### src/rtl/term_port.sv
module term_port #(
  parameter int ADDR_W   = 4,
  parameter int KBD_ADR  = 0,
  parameter int DISP_ADR = 1,
  parameter int STAT_ADR = 2
) (
  input  logic              clk,
  input  logic              rst_n,
  input  logic [ADDR_W-1:0] bus_addr,
  input  logic              bus_rd,
  input  logic              bus_wr,
  input  logic [7:0]        bus_wdata,
  output logic [7:0]        bus_rdata,
  input  logic              kbd_valid,
  input  logic [7:0]        kbd_data,
  output logic              disp_valid,
  output logic [7:0]        disp_data,
  input  logic              disp_ready,
  output logic              irq,
  input  logic              irq_ack
);
  localparam logic [ADDR_W-1:0] A_KBD  = ADDR_W'(KBD_ADR);
  localparam logic [ADDR_W-1:0] A_DISP = ADDR_W'(DISP_ADR);
  localparam logic [ADDR_W-1:0] A_STAT = ADDR_W'(STAT_ADR);

  logic [7:0] kbd_q, disp_q;
  logic       in_rdy, out_rdy, ovr, ie, ackd;

  wire sel_kbd  = bus_addr == A_KBD;
  wire sel_disp = bus_addr == A_DISP;
  wire sel_stat = bus_addr == A_STAT;

  wire rd_kbd  = bus_rd && sel_kbd;
  wire rd_stat = bus_rd && sel_stat;
  wire wr_disp = bus_wr && sel_disp;
  wire wr_stat = bus_wr && sel_stat;
  wire take    = disp_valid && disp_ready;

  wire [7:0] status = {1'b0, ie, 3'b000, ovr, in_rdy, out_rdy};

  logic [7:0] rd_mux;
  always_comb begin
    rd_mux = '0;
    if (bus_rd) begin
      if (sel_kbd)       rd_mux = kbd_q;
      else if (sel_disp) rd_mux = disp_q;
      else if (sel_stat) rd_mux = status;
    end
  end

  always_ff @(posedge clk) begin
    if (!rst_n) begin
      bus_rdata <= '0;
      kbd_q     <= '0;
      disp_q    <= '0;
      in_rdy    <= 1'b0;
      out_rdy   <= 1'b1;
      ovr       <= 1'b0;
      ie        <= 1'b0;
      ackd      <= 1'b0;
    end else begin
      bus_rdata <= rd_mux;

      if (kbd_valid) begin
        kbd_q  <= kbd_data;
        in_rdy <= 1'b1;
      end else if (rd_kbd) begin
        in_rdy <= 1'b0;
      end

      if (kbd_valid && in_rdy && !rd_kbd) ovr <= 1'b1;
      else if (rd_stat)                   ovr <= 1'b0;

      if (wr_stat) ie <= bus_wdata[6];

      if (wr_disp && out_rdy) begin
        disp_q  <= bus_wdata;
        out_rdy <= 1'b0;
      end else if (take) begin
        out_rdy <= 1'b1;
      end

      if (kbd_valid)          ackd <= 1'b0;
      else if (irq && irq_ack) ackd <= 1'b1;
      else if (!in_rdy)       ackd <= 1'b0;
    end
  end

  assign disp_valid = !out_rdy;
  assign disp_data  = disp_q;
  assign irq        = ie && in_rdy && !ackd;
endmodule

### config.mk
export PLATFORM = sky130hd
export DESIGN_NAME = term_port
export DESIGN_NICKNAME = d
export VERILOG_FILES = /design/src/rtl/term_port.sv
export SDC_FILE = /design/constraint.sdc
export NUM_CORES = 1
export LEC_CHECK = 0
export BUFFER_PORTS_ARGS = -buffer_cell sky130_fd_sc_hd__buf_2
export CAP_MARGIN = 30
export CORE_MARGIN = 1.5
export CORE_UTILIZATION = 42
export DETAILED_ROUTE_END_ITERATION = 10
export GPL_ROUTABILITY_DRIVEN = 1
export GPL_TIMING_DRIVEN = 0
export HOLD_SLACK_MARGIN = 0.05
export PLACE_DENSITY_LB_ADDON = 0.05
export SLEW_MARGIN = 20
export SYNTH_ARGS = -nofsm -noshare
export SYNTH_HDL_FRONTEND = slang
export SYNTH_SLANG_ARGS = --single-unit
export TNS_END_PERCENT = 1
### constraint.sdc
create_clock -name clk -period 0.9 [get_ports clk]
set_input_delay 0 -clock clk [delete_from_list [all_inputs] [get_ports clk]]
set_output_delay 0 -clock clk [all_outputs]
set_load 0.05 [all_outputs]
# ---- Yosys cells after proc, flatten, opt, wreduce, memory -nomap -nowiden
# Cells that the tools add are included.
dict set report totals {
  wordCells 43
  reg_bits 29
  out_inout_bits 18
}
dict set report classes {
  reduce_logical 20
  mux 11
  n_bitwise 1
  eq_ne 3
}
# operator n
set op_table {}
lappend op_table {{8-bit two-way mux} 2}
lappend op_table {{1-bit logical AND} 11}
lappend op_table {{1-bit two-way mux} 8}
lappend op_table {{7-bit two-way mux} 1}
lappend op_table {{2-bit nonzero test} 3}
lappend op_table {{4-bit by 1-bit equality test with 1-bit output (second input constant)} 1}
lappend op_table {{4-bit by 2-bit equality test with 1-bit output (second input constant)} 1}
lappend op_table {{4-bit logical NOT} 1}
lappend op_table {{1-bit logical NOT} 3}
lappend op_table {{2-bit by 1-bit != test with 1-bit output (second input constant)} 1}
lappend op_table {{2-bit AND reduction} 1}
lappend op_table {{2-bit OR reduction} 1}
lappend op_table {{1-bit inverter} 1}

# ---- Depth between registers and ports, before layout
dict set report logic_depth {
  ltp_word 5
  ltp_mapped 5
}

# ---- Worst setup path after synthesis
# Ideal clock, no wire load.
dict set report synth_path {
  kind {register to output}
  startpoint {reg in_rdy}
  endpoint {out irq}
  arrival_ps 1042
  stages_incl_launch_ff 3
  n_path_buf 0
  slack_ps -142
  cell_sequence {dfxtp_1 -> nand2_1 -> nor2_1}
}
dict set report synth_between {
  elab_chain_len 2
}
# item line_no
set synth_lines {}
lappend synth_lines {{from (decl)} 27} ;# logic in_rdy, out_rdy, ovr, ie, ackd;
lappend synth_lines {{from (signal assigned)} 56} ;# in_rdy <= 1'b0;
lappend synth_lines {{from (signal assigned)} 66} ;# in_rdy <= 1'b1;
lappend synth_lines {{from (signal assigned)} 68} ;# in_rdy <= 1'b0;
lappend synth_lines {{1-bit logical AND (2 in series)} 91} ;# assign irq = ie && in_rdy && !ackd;
lappend synth_lines {{to (decl)} 19} ;# output logic irq,
# Every way passes these cells.

# ---- Final worst setup path
dict set report layout_path {
  startpoint {reg out_rdy}
  endpoint {reg disp_q[2], in the netlist disp_data[2]}
}
dict set report layout_between {
  elab_chain_len 1
}
# item line_no
set layout_lines {}
lappend layout_lines {{from (decl)} 27}
lappend layout_lines {{from (signal assigned)} 57} ;# out_rdy <= 1'b1;
lappend layout_lines {{from (signal assigned)} 78} ;# out_rdy <= 1'b0;
lappend layout_lines {{from (signal assigned)} 80} ;# out_rdy <= 1'b1;
lappend layout_lines {{1-bit logical AND} 76} ;# if (wr_disp && out_rdy) begin
lappend layout_lines {{to (signal assigned)} 77} ;# disp_q <= bus_wdata;
lappend layout_lines {{to (decl)} 26} ;# logic [7:0] kbd_q, disp_q;
# Every way passes these cells.
# A chain may end at the register's enable or synchronous reset.

==> metrics.yaml <==
outcome:
  outcome: "finished with violations"
  violations: "negative setup slack"
placement:
  place_congestion: 0.757
  port_buffers: 42
  dp_hpwl_mm: 1.89
timing:
  slew_violations: 0
  hold_violations: 0
  setup_ws_ps: -249
  max_freq_mhz: 870
  min_period_ps: 1150
  skew_ps: 3.77
  rsz0062_at_grt: "yes"
  slew_headroom_pct: 71.7
  fin_crit_sh_pct: 128
  setup_viol: 11
  worstMarginPinSlew_ps: 425
  tns_ps: -2260
cells_and_area:
  fill_cells: 214
  fin_nets: 220
  post_route_cells_drive_above_1_share_pct: 36.1
  diodes: 0
  syn_to_final_growth_pct: 57.6
clock_network:
  clk_path_buf_depth: 2
  insertion_delay_ps: 330
  cts_tree: "yes"
  cts_inserted_buffers: 5
  cts.sinks: 29
  clock-root-buffer: "clkbuf_4"
  clk_pin_slew_ps: 90
  h-tree-depth: 2
  post_cts_buffers: 0
hold_path:
  hold_path.class: "input port to register"
route:
  wl_per_cell_um: 13.7
  routed_via_density: 5.04
  first_iter_violations: 39
  wl_mm: 3.08
  dr.pass1.iters: 5
  ant_nets: 0
  vias: 1129
  drc: 0
synth:
  muxShareOfSynthArea_pct: 17.9
  synth_fa_ha_area_share_pct: 0
  yosysSeqAreaShare_pct: 49.6
  ys_ff_latch: 29
  synth_compound_area_share_pct: 8.12
  ys_types: 25
  synth-xor-area-share_pct: 0
  syn_area_mm2: 0.00117
  synth_nets: 148
  postSynthAreaPerCell_um2: 9.68
  synth-simple-area-share_pct: 20.2
  ys_warn_count: 0
  synth_top_family_by_area: "simple AND/OR/NAND/NOR gates"
  syn_inst: 121
pwr:
  p_per_area_mw_per_mm2: 1530
  power.share.combinational_pct: 12.4
  max-vdd-ir-drop_v: 0.00146
  internal-power_uw: 2170
  power.total_uw: 2820
  p_sw_uw: 645
  p_leak_uw: 0.000825
  power_frac_clock_pct: 39.8
  swShare_pct: 22.9
  p_seq_share_pct: 47.8
global_route:
  grt_max_degree: 11
  grt_antenna_before_repair: 0
  grt_pass1_vias: 1139
  grtUsageTotal_pct: 22.8
  gr-total-overflow: 0
  grt_first_pass_wirelength_mm: 5.25
critical_path:
  cp.required_ps: 1160
  path_class: "register to register"
  crit_path_max_fanout: 5
  cp_cell_sequence: "nand4b_1 -> nor3_2 -> buf_4 -> mux2i_1"
  start_kind: "register"
  worst_path_dominant_cell_family: "flip-flops"
  arrival_ps: 1410
  slowest_delay_ps: 360
  cp-end-kind: "register"
  cp_slowest_cell: "dfxtp_2"
  path_buf_inv: 1
floorplanning:
  placementRows: 18
  core_area_mm2: 0.00257
  die_h_um: 55.8
  die_w_um: 55.8
  initial_utilization_pct: 45.6
  io-pin-count: 45
  die_area_mm2: 0.00311
flow_run:
  drv_cap: 0
[power groups by stage]
stage | Combinational (uW) | Sequential (uW) | Clock [uW]
final | 350 | 1340 | 1120
after global routing | 380 | 1350 | 1200
after CTS | 344 | 1350 | 1140
after detailed placement | 259 | 1370 | 0
after global placement | 254 | 1370 | 0
after floorplan | 138 | 1390 | 0
[repair_timing]
item                                    in CTS  in global routing
hold buffers                                22                  0
cloned                                       1                  0
gates resized for setup                     35                 10
endpoints found under the setup margin      25                 19
hold endpoints to repair                    29                  0
[layout make-up]
type	count	area, um^2	area share, %
flip-flops and latches	29	596	32.3
well taps	30	37.5	2.03
clock inverters	1	30.0	1.63
plain buffers	7	41.3	2.24
inverters	2	7.51	0.407
repair buffers	65	529	28.7
clock buffers	7	55.1	2.98
multi-input cells	83	549	29.8
[flip-flops by register name, summed over array words and instances (netlist names)]
signal,cells
disp_data,8
ie,1
in_rdy,1
ovr,1
out_rdy,1
bus_rdata,8
kbd_q,8
ackd,1
[synthesized netlist by cell type]
master / n / area [um^2]
a21boi_0: 1 / 7.51
a21o_1: 1 / 7.51
a21oi_1: 6 / 30.0
and4bb_2: 1 / 12.5
buf_1: 1 / 3.75
buf_2: 3 / 15.0
buf_4: 1 / 7.51
buf_6: 1 / 11.3
clkbuf_1: 1 / 3.75
dfxtp_1: 29 / 581
inv_1: 2 / 7.51
mux2i_1: 21 / 210
nand2_1: 23 / 86.3
nand2b_2: 1 / 8.76
nand3_1: 1 / 5.00
nand4_1: 1 / 6.26
nand4b_1: 1 / 8.76
nor2_1: 7 / 26.3
nor2b_1: 8 / 50.1
nor3_1: 3 / 15.0
nor4_1: 1 / 6.26
o211a_1: 1 / 10.0
o21ai_0: 1 / 5.00
o221ai_1: 4 / 35.0
or4_4: 1 / 11.3
[worst register-to-register path, cell delays in order (launching register included)]
cell and delay (ps):
dfxtp_2 360, nand4b_1 130, nor3_2 190, buf_4 210
mux2i_1 200
[cells by family after synthesis]
group | count (synthesis)
compound gates | 14
flops | 29
mux | 21
buf+inv | 9
simple gates | 48
[routing by layer]
metal	vias up	global-route usage [%]	share of wire (%)
li1	561	-	-
met1	510	26.7	43
met2	46	36.6	48
met3	12	6.05	5.7
met4	0	14.6	3.2
met5	-	0	0
[path summary, 6_finish.rpt]
path               startpoint      endpoint  slack, ps  cells past startpoint
setup / recovery      out_rdy  disp_data[2]       -250                      4
hold / removal    bus_addr[1]        in_rdy         60                      4
setup reg to reg      out_rdy  disp_data[2]       -250                      4
hold reg to reg           ovr  bus_rdata[2]        470                      2
[placed cells by master, fill, tap and decap left out, types with 2 or more instances in the layout]
| cell type | n |
|---|---|
| buf_2 | 28 |
| nand2_1 | 23 |
| dlygate4sd3_1 | 22 |
| mux2i_1 | 21 |
| dfxtp_1 | 19 |
| buf_6 | 10 |
| dfxtp_2 | 9 |
| nor2b_1 | 8 |
| buf_4 | 7 |
| nor2_1 | 6 |
| a21oi_1 | 6 |
| clkbuf_4 | 6 |
| o221ai_1 | 4 |
| inv_1 | 2 |
| clkbuf_1 | 2 |
| nor3_1 | 2 |
| buf_8 | 2 |
[per-stage QoR]
stage	std cells	worst slack [ps]	instance area [um^2]	util, %	hold slack (ps)
final	224	-249	1850	71.9	55.1
after global routing	224	-338	1850	71.9	70.9
after CTS	224	-226	1820	71.0	49.0
after detailed placement	193	-244	1420	55.4	226
after global placement	193	-192	1420	55.4	229
after floorplan	121	-98.4	1170	-	142
(Power assumes the default switching activity.)
